[src/rtl/dbuf_pkg.sv]
package dbuf_pkg;
    typedef enum logic [1:0] {
        ST_IDLE  = 2'd0,
        ST_RUN   = 2'd1,
        ST_HOLD  = 2'd2,
        ST_FAULT = 2'd3
    } seq_state_e;

    typedef enum logic [1:0] {
        SEL_CTRL  = 2'd0,
        SEL_SIZE  = 2'd1,
        SEL_BASE0 = 2'd2,
        SEL_BASE1 = 2'd3
    } cfg_sel_e;

    localparam int unsigned BYTES_PER_WORD = 4;
endpackage

[src/rtl/dbuf_regs.sv]
module dbuf_regs
    import dbuf_pkg::*;
#(
    parameter int AW  = 32,
    parameter int SZW = 8
) (
    input  logic           clk,
    input  logic           rst_n,
    input  logic           cfg_we,
    input  logic [1:0]     cfg_sel,
    input  logic [31:0]    cfg_wdata,
    input  logic           dp_active,
    input  logic           act_toggle,
    output logic           en_q,
    output logic           dbl_q,
    output logic           act_q,
    output logic [SZW-1:0] size_q,
    output logic [AW-1:0]  base0_q,
    output logic [AW-1:0]  base1_q
);
    localparam logic [AW-1:0] ALIGN_MASK = ~AW'(BYTES_PER_WORD - 1);

    logic wr_ctrl, wr_size, wr_b0, wr_b1;

    // Locking: control and size frozen while active; each base open
    // during a transfer only while the other buffer is the active one.
    always_comb begin
        wr_ctrl = cfg_we && (cfg_sel == SEL_CTRL)  && !dp_active;
        wr_size = cfg_we && (cfg_sel == SEL_SIZE)  && !dp_active;
        wr_b0   = cfg_we && (cfg_sel == SEL_BASE0) && (!dp_active || act_q);
        wr_b1   = cfg_we && (cfg_sel == SEL_BASE1) && (!dp_active || !act_q);
    end

    always_ff @(posedge clk or negedge rst_n) begin
        if (!rst_n) begin
            en_q    <= 1'b0;
            dbl_q   <= 1'b0;
            act_q   <= 1'b0;
            size_q  <= '0;
            base0_q <= '0;
            base1_q <= '0;
        end else begin
            if (wr_ctrl) begin
                en_q  <= cfg_wdata[0];
                dbl_q <= cfg_wdata[1];
                act_q <= cfg_wdata[2];
            end else if (act_toggle) begin
                act_q <= ~act_q;
            end
            if (wr_size) size_q  <= cfg_wdata[SZW-1:0];
            if (wr_b0)   base0_q <= cfg_wdata[AW-1:0] & ALIGN_MASK;
            if (wr_b1)   base1_q <= cfg_wdata[AW-1:0] & ALIGN_MASK;
        end
    end
endmodule

[src/rtl/dbuf_seq.sv]
module dbuf_seq
    import dbuf_pkg::*;
#(
    parameter int AW         = 32,
    parameter int SZW        = 8,
    parameter int UNIT_WORDS = 8
) (
    input  logic           clk,
    input  logic           rst_n,
    input  logic           dp_active,
    input  logic           en,
    input  logic           dbl,
    input  logic           act,
    input  logic [SZW-1:0] size,
    input  logic [AW-1:0]  base0,
    input  logic [AW-1:0]  base1,
    input  logic           word_ack,
    input  logic           xfer_err,
    output logic           word_req,
    output logic [AW-1:0]  word_addr,
    output logic           act_toggle,
    output logic           buf_done,
    output logic           fault_evt
);
    localparam int UNIT_LG = $clog2(UNIT_WORDS);
    localparam int CNTW    = SZW + UNIT_LG;

    seq_state_e      state_q, state_d;
    logic [CNTW-1:0] cnt_q;
    logic [CNTW-1:0] last_idx;
    logic            hs, at_last;
    logic [AW-1:0]   start_base, other_base;

    always_comb begin
        last_idx   = {size, UNIT_LG'(0)} - CNTW'(1);
        at_last    = (cnt_q == last_idx);
        hs         = word_req && word_ack && !xfer_err;
        start_base = (dbl && act) ? base1 : base0;
        other_base = act ? base0 : base1;
    end

    // State register
    always_ff @(posedge clk or negedge rst_n) begin
        if (!rst_n) state_q <= ST_IDLE;
        else        state_q <= state_d;
    end

    // Next state
    always_comb begin
        state_d = state_q;
        unique case (state_q)
            ST_IDLE: begin
                if (dp_active && en)
                    state_d = (size != '0) ? ST_RUN : ST_HOLD;
            end
            ST_RUN: begin
                if (!dp_active)                 state_d = ST_IDLE;
                else if (xfer_err)              state_d = ST_FAULT;
                else if (hs && at_last && !dbl) state_d = ST_HOLD;
            end
            ST_HOLD: begin
                if (!dp_active)    state_d = ST_IDLE;
                else if (xfer_err) state_d = ST_FAULT;
            end
            ST_FAULT: begin
                if (!dp_active) state_d = ST_IDLE;
            end
            default: state_d = ST_IDLE;
        endcase
    end

    // Outputs
    always_comb begin
        word_req   = (state_q == ST_RUN);
        buf_done   = hs && at_last;
        act_toggle = hs && at_last && dbl;
        fault_evt  = xfer_err && (state_q != ST_IDLE);
    end

    // Address and word counter
    always_ff @(posedge clk or negedge rst_n) begin
        if (!rst_n) begin
            word_addr <= '0;
            cnt_q     <= '0;
        end else if (state_q == ST_IDLE) begin
            word_addr <= start_base;
            cnt_q     <= '0;
        end else if (hs) begin
            if (at_last) begin
                cnt_q <= '0;
                if (dbl) word_addr <= other_base;
            end else begin
                cnt_q     <= cnt_q + CNTW'(1);
                word_addr <= word_addr + AW'(BYTES_PER_WORD);
            end
        end
    end
endmodule

[src/rtl/dbuf_flags.sv]
module dbuf_flags (
    input  logic clk,
    input  logic rst_n,
    input  logic buf_done,
    input  logic fault_evt,
    input  logic btc_clr,
    input  logic err_clr,
    output logic btc_flag,
    output logic err_flag
);
    // Set has priority over a clear strobe in the same cycle.
    always_ff @(posedge clk or negedge rst_n) begin
        if (!rst_n) begin
            btc_flag <= 1'b0;
            err_flag <= 1'b0;
        end else begin
            if (buf_done)     btc_flag <= 1'b1;
            else if (btc_clr) btc_flag <= 1'b0;
            if (fault_evt)    err_flag <= 1'b1;
            else if (err_clr) err_flag <= 1'b0;
        end
    end
endmodule

[src/rtl/dbuf_addr_gen.sv]
module dbuf_addr_gen
    import dbuf_pkg::*;
#(
    parameter int AW         = 32,
    parameter int SZW        = 8,
    parameter int UNIT_WORDS = 8
) (
    input  logic           clk,
    input  logic           rst_n,
    input  logic           cfg_we,
    input  logic [1:0]     cfg_sel,
    input  logic [31:0]    cfg_wdata,
    input  logic           dp_active,
    input  logic           word_ack,
    input  logic           xfer_err,
    input  logic           btc_clr,
    input  logic           err_clr,
    output logic           word_req,
    output logic [AW-1:0]  word_addr,
    output logic           act_buf,
    output logic           en_q,
    output logic           dbl_q,
    output logic [SZW-1:0] size_q,
    output logic [AW-1:0]  base0_q,
    output logic [AW-1:0]  base1_q,
    output logic           btc_flag,
    output logic           err_flag
);
    logic act_toggle, buf_done, fault_evt;

    dbuf_regs #(.AW(AW), .SZW(SZW)) u_regs (
        .clk        (clk),
        .rst_n      (rst_n),
        .cfg_we     (cfg_we),
        .cfg_sel    (cfg_sel),
        .cfg_wdata  (cfg_wdata),
        .dp_active  (dp_active),
        .act_toggle (act_toggle),
        .en_q       (en_q),
        .dbl_q      (dbl_q),
        .act_q      (act_buf),
        .size_q     (size_q),
        .base0_q    (base0_q),
        .base1_q    (base1_q)
    );

    dbuf_seq #(.AW(AW), .SZW(SZW), .UNIT_WORDS(UNIT_WORDS)) u_seq (
        .clk        (clk),
        .rst_n      (rst_n),
        .dp_active  (dp_active),
        .en         (en_q),
        .dbl        (dbl_q),
        .act        (act_buf),
        .size       (size_q),
        .base0      (base0_q),
        .base1      (base1_q),
        .word_ack   (word_ack),
        .xfer_err   (xfer_err),
        .word_req   (word_req),
        .word_addr  (word_addr),
        .act_toggle (act_toggle),
        .buf_done   (buf_done),
        .fault_evt  (fault_evt)
    );

    dbuf_flags u_flags (
        .clk       (clk),
        .rst_n     (rst_n),
        .buf_done  (buf_done),
        .fault_evt (fault_evt),
        .btc_clr   (btc_clr),
        .err_clr   (err_clr),
        .btc_flag  (btc_flag),
        .err_flag  (err_flag)
    );
endmodule

[config.mk]
export PLATFORM = sky130hd
export DESIGN_NAME = dbuf_addr_gen
export DESIGN_NICKNAME = d
export VERILOG_FILES = /design/src/rtl/dbuf_pkg.sv /design/src/rtl/dbuf_regs.sv /design/src/rtl/dbuf_seq.sv /design/src/rtl/dbuf_flags.sv /design/src/rtl/dbuf_addr_gen.sv
export SDC_FILE = /design/constraint.sdc
export NUM_CORES = 1
export LEC_CHECK = 0
export ABC_AREA = 1
export BUFFER_PORTS_ARGS = -buffer_cell sky130_fd_sc_hd__buf_2
export CAP_MARGIN = 25
export CELL_PAD_IN_SITES_DETAIL_PLACEMENT = 1
export CELL_PAD_IN_SITES_GLOBAL_PLACEMENT = 1
export CORE_UTILIZATION = 39
export CTS_CLUSTER_SIZE = 12
export DETAILED_ROUTE_END_ITERATION = 8
export GPL_TIMING_DRIVEN = 0
export PLACE_DENSITY = 0.88
export SLEW_MARGIN = 30
export SYNTH_ARGS = -nofsm -noshare
export SYNTH_HDL_FRONTEND = slang
export SYNTH_HIERARCHICAL = 1
export SYNTH_SLANG_ARGS = --single-unit
[constraint.sdc]
create_clock -name clk -period 2.3 [get_ports clk]
set_input_delay 0.69 -clock clk [delete_from_list [all_inputs] [get_ports clk]]
set_output_delay 0.69 -clock clk [all_outputs]
set_load 0.02 [all_outputs]
==> impl_metrics.yaml <==
setup_path:
  worstSetupEndpointType: "flop"
  crit_path_cell_trace: "inv_1 > nand2_1 > nor2_1 > nand2_1 > nor2_1 > nor2_2 > inv_1 > nand3_4 > o21ai_4 > inv_2 > buf_2 > nand2_1 > nand2_1"
  cpLargestDelayFamily: "simple AND/OR/NAND/NOR gates"
  path_buf_inv: 4
  cp-startpoint: "u_regs/size_q[3]$_DFFE_PN0P_"
  r2r-start: "u_regs/size_q[3]$_DFFE_PN0P_"
  critPathKind: "flop to flop"
  critPathSlowestCell: "sky130_fd_sc_hd__dfrtp_1"
  critical-path-top-cell-by-count: "sky130_fd_sc_hd__nand2_1"
  critical_path_peak_fanout: 10
  nature_of_the_critical_path_startpoint: "flop"
  critical_path_arrival_ns: 2.58
  crit_path_max_incr_delay_ns: 0.50
  crit_required_ns: 2.60
place:
  placed_cells: 1602
  gp_congestion: 0.866
  hpwlAfterDp_um: 22100
  post_dp_cell_area_um2: 8820
  io_buffer_count: 146
pwr:
  power.static_leakage_uw: 0.00527
  total_power_uw: 11200
  power-per-cell-area_nw_per_um2: 1160
  vdd_ir_drop_max_v: 0.000676
timing:
  relSlewSlack_pct: 60.6
  final.period_utilization_pct: 99.3
  worst_pin_slew_ns: 0.591
  clock_skew_ns: 0.00970
  final_max_slew_viol_count: 0
  setup_viol: 0
  achievable-frequency_ghz: 0.438
  rsz_0062_raised_after_global_routing: "true"
  finalHoldViolCount: 0
  fin_crit_ns: 2.28
routing:
  totalWireLength_um: 31600
  antenna_violating_nets_post_route: 0
  detail_route.drc_violations: 0
  vias_per_cell: 5.45
  route.vias.total: 9004
  wl_per_cell_um: 19.1
  drt_iter0_drc: 821
  detailed_routing_iterations_pass_1: 5
grt:
  groute.layer.met1.usage_pct: 41.8
  grt_util_met3_pct: 4.90
  global_route.usage.met2_pct: 48.7
  track_usage_pct: 30.5
  grt_first_pass_wirelength_um: 47700
  grt.busiest_layer: "met2"
  antenna_found_initial: 0
  grt_max_degree: 76
  overflow: 0
  first_global_vias: 8785
run_status:
  run_status: "complete, no violations"
cts:
  tritoncts_num_sinks: 118
  cts-root-buf: "sky130_fd_sc_hd__clkbuf_16"
  clock_pin_slew_on_the_worst_setup_and_hold_paths_ns: 0.06
  h-tree-depth: 4
  max-clock-path-buffers: 2
  tritoncts.num_buffers: 17
  clock_latency_ns: 0.43
  cts_hold_buffers: 0
  tritoncts: "built"
layout:
  finalCoreUtilization_pct: 50.0
  diodes: 0
  layout.cells.most_common: "sky130_fd_sc_hd__nand2_1"
  drive_gt1_share_pct: 20.2
  finish.instance_area_um2: 9690
  final_cell_mix: "sky130_fd_sc_hd__nand2_1, sky130_fd_sc_hd__buf_2, sky130_fd_sc_hd__dfrtp_1"
  filler_cell_count: 2631
  finish.cell_count_without_fillers: 1653
  syn_to_final_growth_pct: 25.6
  nets: 1422
synth:
  postSynthRegisterBits: 118
  yosysWarningCount: 6
  ys.flop_type: "sky130_fd_sc_hd__dfrtp_1"
  synth_enable_flop_cells: 0
  netlist-cell-type-count: 34
  synth_seq_area_share_pct: 38.3
  netlist_instances: 1187
  post_synth_instance_area_um2: 7710
  postSynthAreaPerCell_um2: 6.50
  async_flop_share_pct: 100
flow_run:
  max_cap_violations: 0
floorplanning:
  chipHeight_um: 143
  initial_utilization_pct: 39.8
  fp.dieArea_um2: 20300
  coreArea_um2: 19400
  die_width_um: 143
  num_rows: 51
  pin_count: 152
min_path:
  worstHoldPathType: "input pin to asynchronous set/reset pin"
## path summary, 6_finish.rpt
path | end | slack [ns] | cells past startpoint
min in group clk | u_flags/err_flag$_DFFE_PN0P_ | 0.47 | 2
hold / removal | u_seq/word_addr[24]$_DFFE_PN0P_ | 0.15 | 1
max in group asynchronous | u_regs/size_q[2]$_DFFE_PN0P_ | 1.43 | 2
setup reg to reg | u_seq/word_addr[17]$_DFFE_PN0P_ | 0.02 | 13
setup / recovery | u_seq/word_addr[17]$_DFFE_PN0P_ | 0.02 | 13
hold reg to reg | u_flags/err_flag$_DFFE_PN0P_ | 0.47 | 2
## area by class of cell
class                      instances  area (µm²)  area share, %
tap                              265         332           3.42
sequential                       118        2960           30.5
inverter                         107         404           4.17
buffer                            63         338           3.49
clock buffer                      20         457           4.71
timing repair buffer             167         926           9.55
multi-input combinational        902        4180           43.1
clock inverter                    11         103           1.06
## registers in the layout, indices dropped and copies added (netlist names)
register          flops
u_flags/btc_flag      1
u_flags/err_flag      1
u_regs/act_q          1
u_regs/base0_q       30
u_regs/base1_q       30
u_regs/dbl_q          1
u_regs/en_q           1
u_regs/size_q         8
u_seq/cnt_q          11
u_seq/state_q         2
u_seq/word_addr      32
## cell families (layout without fill, tap and decap cells)
kind of cell,Yosys count,in the layout,synth area share [%]
XOR/XNOR,24,24,2.73
other,1,4,0.0486
AO/OA/AOI/OAI,103,103,7.53
AND/OR/NAND/NOR,767,767,41.3
buffers and inverters,170,368,9.42
adder cells (fa/ha/maj),4,4,0.649
flip-flops,118,118,38.3
## power by group
| group | leakage (µW) | internal [µW] | switching (µW) |
|---|---|---|---|
| clock network | 0.000257 | 1530 | 1030 |
| registers | 0.00150 | 2600 | 771 |
| logic | 0.00352 | 1630 | 3630 |
## timing repair
item / CTS / global route
gates cloned: 1 / 1
pin swaps: 5 / 16
gates resized for setup: 14 / 41
endpoints found under the setup margin: 46 / 46
buffers inserted: 8 / 10
## through the flow
stage	hold slack [ns]	setup WS (ns)	setup TNS [ns]
global placement	0.454	-0.988	-124.61
finish	0.146	0.0159	0
detailed placement	0.467	-0.545	-13.24
CTS	0.162	0.000209	0
global route	0.167	-0.112	-1.29
floorplan	0.394	0.0720	0
## synth_stat cells (all sizes together), types with 4 or more instances
cell type | number | share of area, %
nand2 | 519 | 25
dfrtp | 118 | 38
inv | 106 | 5.2
nand3 | 106 | 6.9
nor2 | 91 | 4.9
o21ai | 40 | 2.6
nand4 | 38 | 3.1
a21oi | 37 | 2.4
clkbuf | 33 | 1.7
buf | 30 | 2.5
o211ai | 18 | 1.8
xor2 | 14 | 1.6
xnor2 | 10 | 1.1
nand3b | 6 | 0.58
nor3 | 6 | 0.39
o22ai | 6 | 0.49
ha | 4 | 0.65
## metal layers
| metal | wire length, µm | part of all wire, % |
|---|---|---|
| met5 | 0 | 0 |
| met2 | 15000 | 47 |
| met4 | 664 | 2.1 |
| met1 | 14000 | 44 |
| met3 | 1940 | 6.1 |
(Power assumes the default switching activity.)
